===== src/rtl/pwPkg.sv =====
package pwPkg;
  typedef enum logic [1:0] {
    OP_LOAD_LEFT   = 2'd0,
    OP_LOAD_RIGHT  = 2'd1,
    OP_STORE_LEFT  = 2'd2,
    OP_STORE_RIGHT = 2'd3
  } pwOp_e;

  // strobes from control to datapath
  typedef struct packed {
    logic capture;    // latch request fields
    logic latchMerge; // latch merged word from read data
    logic finish;     // completion cycle
  } pwStrobe_t;
endpackage


===== src/rtl/pwCtrl.sv =====
module pwCtrl
  import pwPkg::*;
(
  input  logic      clk,
  input  logic      rstN,
  input  logic      reqValid,
  input  logic      isStore,
  input  logic      memRdValid,
  input  logic      memWrAck,
  output pwStrobe_t strobe,
  output logic      reqReady,
  output logic      memRdEn,
  output logic      memWrEn,
  output logic      done
);
  typedef enum logic [1:0] {ST_IDLE, ST_READ, ST_WRITE, ST_FIN} state_e;
  state_e state, stateNext;

  always_comb begin
    stateNext = state;
    unique case (state)
      ST_IDLE:  if (reqValid) stateNext = ST_READ;
      ST_READ:  if (memRdValid) stateNext = isStore ? ST_WRITE : ST_FIN;
      ST_WRITE: if (memWrAck) stateNext = ST_FIN;
      ST_FIN:   stateNext = ST_IDLE;
      default:  stateNext = ST_IDLE;
    endcase
  end

  always_ff @(posedge clk or negedge rstN) begin
    if (!rstN) state <= ST_IDLE;
    else       state <= stateNext;
  end

  assign reqReady          = (state == ST_IDLE);
  assign memRdEn           = (state == ST_READ);
  assign memWrEn           = (state == ST_WRITE);
  assign done              = (state == ST_FIN);
  assign strobe.capture    = reqReady && reqValid;
  assign strobe.latchMerge = memRdEn && memRdValid;
  assign strobe.finish     = done;

  // read request held until data arrives
  assert_rd_held_R11: assert property (@(posedge clk) disable iff (!rstN)
    (memRdEn && !memRdValid) |=> memRdEn);
  // write only follows a completed read
  assert_wr_after_read_R9: assert property (@(posedge clk) disable iff (!rstN)
    $rose(memWrEn) |-> $past(memRdValid));
  // write request held until acknowledge
  assert_wr_held_R9: assert property (@(posedge clk) disable iff (!rstN)
    (memWrEn && !memWrAck) |=> memWrEn);
  // read and write never overlap
  assert_no_rw_overlap_R9: assert property (@(posedge clk) disable iff (!rstN)
    !(memRdEn && memWrEn));
  // done is a single-cycle pulse
  assert_done_pulse_R8: assert property (@(posedge clk) disable iff (!rstN)
    done |=> !done);
endmodule


===== src/rtl/pwData.sv =====
module pwData
  import pwPkg::*;
#(
  parameter int DATA_W  = 32,
  parameter int ADDR_W  = 32,
  parameter int IDX_W   = 5
) (
  input  logic              clk,
  input  logic              rstN,
  input  pwStrobe_t         strobe,
  input  logic [1:0]        reqOp,
  input  logic [ADDR_W-1:0] reqAddr,
  input  logic [DATA_W-1:0] reqReg,
  input  logic [IDX_W-1:0]  reqDest,
  input  logic [DATA_W-1:0] memRdData,
  output logic              isStore,
  output logic [ADDR_W-1:0] memAddr,
  output logic [DATA_W-1:0] memWrData,
  output logic              wbEn,
  output logic [IDX_W-1:0]  wbDest,
  output logic [DATA_W-1:0] wbData
);
  localparam int LANES = DATA_W / 8;
  localparam int OFF_W = $clog2(LANES);
  localparam int SH_W  = OFF_W + 3;

  pwOp_e             opReg;
  logic [OFF_W-1:0]  offReg;
  logic [ADDR_W-1:0] addrReg;
  logic [DATA_W-1:0] regReg;
  logic [IDX_W-1:0]  destReg;
  logic [DATA_W-1:0] resultReg;
  logic [DATA_W-1:0] mergeWord;
  logic [SH_W-1:0]   loShift, hiShift;
  logic [DATA_W-1:0] ones;

  assign ones    = '1;
  assign loShift = {offReg, 3'b000};   // 8 * offset
  assign hiShift = {~offReg, 3'b000};  // 8 * (LANES-1-offset)

  always_comb begin
    unique case (opReg)
      OP_LOAD_LEFT:   mergeWord = (regReg & ~(ones << hiShift)) | (memRdData << hiShift);
      OP_LOAD_RIGHT:  mergeWord = (regReg & ~(ones >> loShift)) | (memRdData >> loShift);
      OP_STORE_LEFT:  mergeWord = (regReg >> hiShift) | (memRdData & ~(ones >> hiShift));
      OP_STORE_RIGHT: mergeWord = (regReg << loShift) | (memRdData & ~(ones << loShift));
      default:        mergeWord = '0;
    endcase
  end

  always_ff @(posedge clk or negedge rstN) begin
    if (!rstN) begin
      opReg     <= OP_LOAD_LEFT;
      offReg    <= '0;
      addrReg   <= '0;
      regReg    <= '0;
      destReg   <= '0;
      resultReg <= '0;
    end else begin
      if (strobe.capture) begin
        opReg   <= pwOp_e'(reqOp);
        offReg  <= reqAddr[OFF_W-1:0];
        addrReg <= {reqAddr[ADDR_W-1:OFF_W], {OFF_W{1'b0}}};
        regReg  <= reqReg;
        destReg <= reqDest;
      end
      if (strobe.latchMerge) resultReg <= mergeWord;
    end
  end

  assign isStore   = opReg[1];
  assign memAddr   = addrReg;
  assign memWrData = resultReg;
  assign wbDest    = destReg;
  assign wbData    = resultReg;
  assign wbEn      = strobe.finish && !opReg[1] && (destReg != '0);

  // captured request fields change only at acceptance
  assert_hold_fields_R10: assert property (@(posedge clk) disable iff (!rstN)
    !strobe.capture |=> ($stable(opReg) && $stable(offReg) && $stable(regReg) && $stable(destReg)));
  // merge is taken while the address is word aligned
  assert_addr_aligned_R2: assert property (@(posedge clk) disable iff (!rstN)
    strobe.latchMerge |-> (memAddr[OFF_W-1:0] == '0));
  // write-back only at completion
  assert_wb_at_finish_R7: assert property (@(posedge clk) disable iff (!rstN)
    wbEn |-> strobe.finish);
endmodule


===== src/rtl/partWordUnit.sv =====
module partWordUnit
  import pwPkg::*;
#(
  parameter int DATA_W = 32,
  parameter int ADDR_W = 32,
  parameter int IDX_W  = 5
) (
  input  logic              clk,
  input  logic              rstN,
  input  logic              reqValid,
  input  logic [1:0]        reqOp,
  input  logic [ADDR_W-1:0] reqAddr,
  input  logic [DATA_W-1:0] reqReg,
  input  logic [IDX_W-1:0]  reqDest,
  output logic              reqReady,
  output logic              memRdEn,
  output logic [ADDR_W-1:0] memAddr,
  input  logic              memRdValid,
  input  logic [DATA_W-1:0] memRdData,
  output logic              memWrEn,
  output logic [DATA_W-1:0] memWrData,
  input  logic              memWrAck,
  output logic              done,
  output logic              wbEn,
  output logic [IDX_W-1:0]  wbDest,
  output logic [DATA_W-1:0] wbData
);
  pwStrobe_t strobe;
  logic      isStore;

  pwCtrl uCtrl (
    .clk(clk), .rstN(rstN), .reqValid(reqValid), .isStore(isStore),
    .memRdValid(memRdValid), .memWrAck(memWrAck), .strobe(strobe),
    .reqReady(reqReady), .memRdEn(memRdEn), .memWrEn(memWrEn), .done(done)
  );

  pwData #(.DATA_W(DATA_W), .ADDR_W(ADDR_W), .IDX_W(IDX_W)) uData (
    .clk(clk), .rstN(rstN), .strobe(strobe), .reqOp(reqOp), .reqAddr(reqAddr),
    .reqReg(reqReg), .reqDest(reqDest), .memRdData(memRdData), .isStore(isStore),
    .memAddr(memAddr), .memWrData(memWrData), .wbEn(wbEn), .wbDest(wbDest),
    .wbData(wbData)
  );
endmodule


===== config.mk =====
export PLATFORM = sky130hd
export DESIGN_NAME = partWordUnit
export DESIGN_NICKNAME = d
export VERILOG_FILES = /design/src/rtl/pwPkg.sv /design/src/rtl/pwCtrl.sv /design/src/rtl/pwData.sv /design/src/rtl/partWordUnit.sv
export SDC_FILE = /design/constraint.sdc
export NUM_CORES = 1
export LEC_CHECK = 0
export ABC_CLOCK_PERIOD_IN_PS = 2900
export BUFFER_PORTS_ARGS = -buffer_cell sky130_fd_sc_hd__buf_2
export CORE_ASPECT_RATIO = 0.75
export CORE_MARGIN = 8
export CORE_UTILIZATION = 50
export CTS_CLUSTER_SIZE = 25
export DETAILED_ROUTE_END_ITERATION = 6
export GPL_ROUTABILITY_DRIVEN = 0
export PLACE_DENSITY_LB_ADDON = 0.12
export SYNTH_ARGS = -nofsm -noshare
export SYNTH_HDL_FRONTEND = slang
export SYNTH_HIERARCHICAL = 1
export SYNTH_SLANG_ARGS = --single-unit

===== constraint.sdc =====
create_clock -name clk -period 2.9 [get_ports clk]
set_clock_uncertainty 0.2 [all_clocks]
set_input_delay 0.58 -clock clk [delete_from_list [all_inputs] [get_ports clk]]
set_output_delay 0.58 -clock clk [all_outputs]
set_load 0.01 [all_outputs]

==> parameters.txt <==
Parameter                              Value

Status
  Outcome ... completed

Clock network
  Root cell of the clock tree ... sky130_fd_sc_hd__clkbuf_16
  TritonCTS clock tree ... built
  Number of buffers created by CTS ... 9
  Post-CTS Setup Repair Bufs ... 0
  Maximum level of the CTS H-tree ... 3
  Clk_lat worst skew ... 360 ps
  Clock tree buffer depth ... 2
  CTS clk-pin slew, worst paths ... 90 ps
  Clock net sink count ... 105

Timing
  Final cycle utilization of the critical path ... 0.853
  Endpoints failing setup ... 0
  RSZ-0062 raised after global routing ... false
  Tightest slew margin relative to the limit ... 0.374
  Top achievable clock speed ... 0.404 GHz
  Final-layout setup total negative slack ... 0 ps
  Worst-Margin Slew ... 932 ps
  Final Slew Violations ... 0
  Time the worst path needs with I/O delays and setup ... 2470 ps
  Total count of hold-check failures in the final report ... 0
  Final hold slack ... 220 ps

Floorplan
  Die extent in x ... 155 um
  Initial Util ... 0.505
  Die boundary height ... 120 um
  Die footprint ... 0.0186 sq mm
  Count of pins on the block boundary ... 214
  Number of cell rows ... 38
  CORE AREA ... 0.0143 sq mm

Drt
  Routed length per instance ... 22.6 um
  Number of iterations in the first detailed-routing pass ... 6
  Via count ... 6621
  Detailed Route Iter0 Violations ... 986
  Final WL ... 24000 um
  DRC errors left ... 0
  Remaining number of nets flagged by the antenna check after routing ... 0
  Number of vias per cell after detailed routing ... 6.22

GRT
  Leftover overflow at the end of global routing ... 0
  Maximum number of pins on one net before global-route repair ... 55
  Global-route total usage across every layer ... 0.256
  Number of global-route vias before repair ... 6752
  First-pass GRT wire length ... 37600 um
  Antenna violations before repair ... 1

Yosys
  Mapped Area ... 0.00722 sq mm
  Count of mapped cells out of synthesis ... 693
  Synth Area in Compound Gates ... 0.195
  Number of unique standard cell types used by synthesis ... 64
  Adder-cell share of the synthesized area ... 0.00693
  Post-synth ARST share ... 1.00
  Sequential share of the synthesized area ... 0.364
  Post-Syn Area per Cell ... 10.4 sq um
  Dominant combinational cell family by area after synthesis ... multiplexers
  Register bit count reported by yosys ... 105
  Synth Flop Type ... sky130_fd_sc_hd__dfrtp_1
  Post-synthesis simple-gate area fraction ... 0.0913
  Xor-xnor portion of the synthesized cell area ... 0.00121
  Number of enable flip-flop cells after synthesis ... 0
  Multiplexer area fraction after synthesis ... 0.255
  Number of synthesis warnings ... 6

Critical path
  Arr. time, crit path ... 2510 ps
  Crit path required time ... 2940 ps
  Maximum fanout along the worst path ... 30
  Longest individual stage delay on the worst path ... 790 ps
  R2r worst-path depth ... 5
  Capture point of the worst reg-to-reg path ... uData/memWrData[25]
  Setup crit end kind ... flop
  Worst reg2reg path startpoint ... uData/offReg[0]
  Reg-to-reg setup timing slack ... 430 ps
  Cell-by-cell listing of the critical path ... buf_12 > mux4_1 > a21oi_1 > o211a_1 > o22ai_1
  Setup Crit Path Kind ... reg -> reg
  Cell with the biggest individual delay on the critical path ... sky130_fd_sc_hd__dfrtp_2
  Worst Setup Start Kind ... flop

Worst hold path
  Class of the worst hold path ... in -> reg
  Number of instances on the worst hold path ... 3
  Hold path startpoint ... reqReg[24]
  Hold worst-path end ... uData/regReg[24]

Power
  Peak VDD IR ... 0.000515 V
  Static leakage power ... 0.00376 uW
  Overall power of the completed layout ... 10800 uW
  Power per Cell Area ... 1260 mW/mm^2

Place
  Post-detail-place hpwl ... 18300 um
  PortBufs ... 211

Layout
  Area taken by flip-flops and latches ... 0.00263 sq mm
  Fillers ... 1251
  Commonest non-fill, non-tap cells in the layout ... sky130_fd_sc_hd__buf_2, sky130_fd_sc_hd__dfrtp_1, sky130_fd_sc_hd__mux2_2
  Leading cell type in the layout, fill and taps excluded ... sky130_fd_sc_hd__buf_2
  Area of combinational cells with multiple inputs ... 0.00398 sq mm
  Fraction of final layout cells sized beyond drive strength 1 ... 0.434
  NumNets Final ... 971
  Relative area change from synthesis to final layout ... 18.8%
  Antenna Diode Count ... 0

Flow run
  Max-cap viol count ... 0
-- per-layer routing --
layer,up-vias,track usage,part of all wire
met4,0,0.0836,0.019
met2,471,0.390,0.45
met3,54,0.0862,0.14
met5,-,0,0
li1,2923,-,-
met1,3173,0.338,0.40
-- how the worst max path moves through the flow --
stage	startpoint	endpoint	slack [ps]	cells past startpoint
finish	uData/offReg[0]	uData/memWrData[25]	430	5
global route	uData/offReg[0]	uData/memWrData[26]	360	5
CTS	uData/offReg[0]	uData/memWrData[25]	460	5
detailed placement	uData/offReg[0]	uData/memWrData[25]	490	5
global placement	uData/offReg[0]	uData/memWrData[30]	570	5
floorplan	uCtrl/state[0]	uData/memAddr[10]	700	6
-- cells in the mapped netlist (5+ instances only) --
cell type,n,share of area
sky130_fd_sc_hd__a211oi_1,5,0.0052
sky130_fd_sc_hd__a21oi_1,32,0.022
sky130_fd_sc_hd__a221oi_1,8,0.0097
sky130_fd_sc_hd__a22o_1,5,0.0061
sky130_fd_sc_hd__a22oi_1,7,0.0073
sky130_fd_sc_hd__a31o_2,5,0.0061
sky130_fd_sc_hd__a31oi_1,19,0.016
sky130_fd_sc_hd__buf_2,15,0.010
sky130_fd_sc_hd__buf_4,44,0.046
sky130_fd_sc_hd__clkbuf_1,28,0.015
sky130_fd_sc_hd__dfrtp_1,105,0.36
sky130_fd_sc_hd__inv_1,17,0.0088
sky130_fd_sc_hd__mux2_2,80,0.12
sky130_fd_sc_hd__mux2i_1,50,0.069
sky130_fd_sc_hd__mux4_1,5,0.018
sky130_fd_sc_hd__mux4_2,13,0.041
sky130_fd_sc_hd__nand2_1,34,0.018
sky130_fd_sc_hd__nand2b_1,7,0.0061
sky130_fd_sc_hd__nand3_1,7,0.0048
sky130_fd_sc_hd__nand3b_1,8,0.0083
sky130_fd_sc_hd__nand4_1,6,0.0052
sky130_fd_sc_hd__nor2_1,25,0.013
sky130_fd_sc_hd__nor2b_1,10,0.0087
sky130_fd_sc_hd__o211ai_1,8,0.0083
sky130_fd_sc_hd__o21a_1,7,0.0073
sky130_fd_sc_hd__o21ai_0,38,0.026
sky130_fd_sc_hd__o22ai_1,26,0.023
sky130_fd_sc_hd__o2bb2ai_1,13,0.016
-- kinds of logic after synthesis --
logic type,count (synthesis)
AO/OA/AOI/OAI,205
XOR/XNOR,1
adder cells (fa/ha/maj),4
AND/OR/NAND/NOR,120
other,1
multiplexers,149
flip-flops,105
buffers and inverters,108
-- report_power, final --
| part | leakage, uW | total, uW | internal (uW) | switching [uW] |
|---|---|---|---|---|
| Combinational | 0.00238 | 6260 | 2990 | 3270 |
| Clock | 0.000146 | 1270 | 620 | 648 |
| Sequential | 0.00123 | 3300 | 2220 | 1090 |
| Total | 0.00376 | 10800 | 5830 | 5000 |
-- worst max-delay path: cells and delay by family, from the launching register on --
kind | cells | cell delay, ps
muxes | 1 | 610
AOI/OAI and AO/OA | 3 | 440
buffers and inverters | 1 | 290
DFF | 1 | 790
-- state kept, by name (all words and copies together) (netlist names) --
name             flops
uCtrl/state          2
uData/memAddr       30
uData/memWrData     32
uData/offReg         2
uData/opReg          2
uData/regReg        32
uData/wbDest         5
-- metrics by stage --
step / setup WS [ps] / cells / cell area (sq um) / utilization
after detailed placement: 491 / 1047 / 8270 / 0.578
final: 426 / 1064 / 8580 / 0.600
after global routing: 357 / 1064 / 8580 / 0.600
after floorplan: 704 / 694 / 7230 / -
after CTS: 464 / 1064 / 8580 / 0.600
after global placement: 567 / 1047 / 8270 / 0.578
-- final cells by class --
class,instances,area share
tap,200,0.0292
timing repair buffer,245,0.158
clock buffer,9,0.0262
clock inverter,7,0.00933
sequential,105,0.307
multi-input combinational,481,0.463
inverter,17,0.00744
-- what timing repair did --
action,in CTS,in global routing
hold buffers,1,0
hold endpoints to repair,30,0
resized for setup,0,0
(Power assumes the default switching activity.)
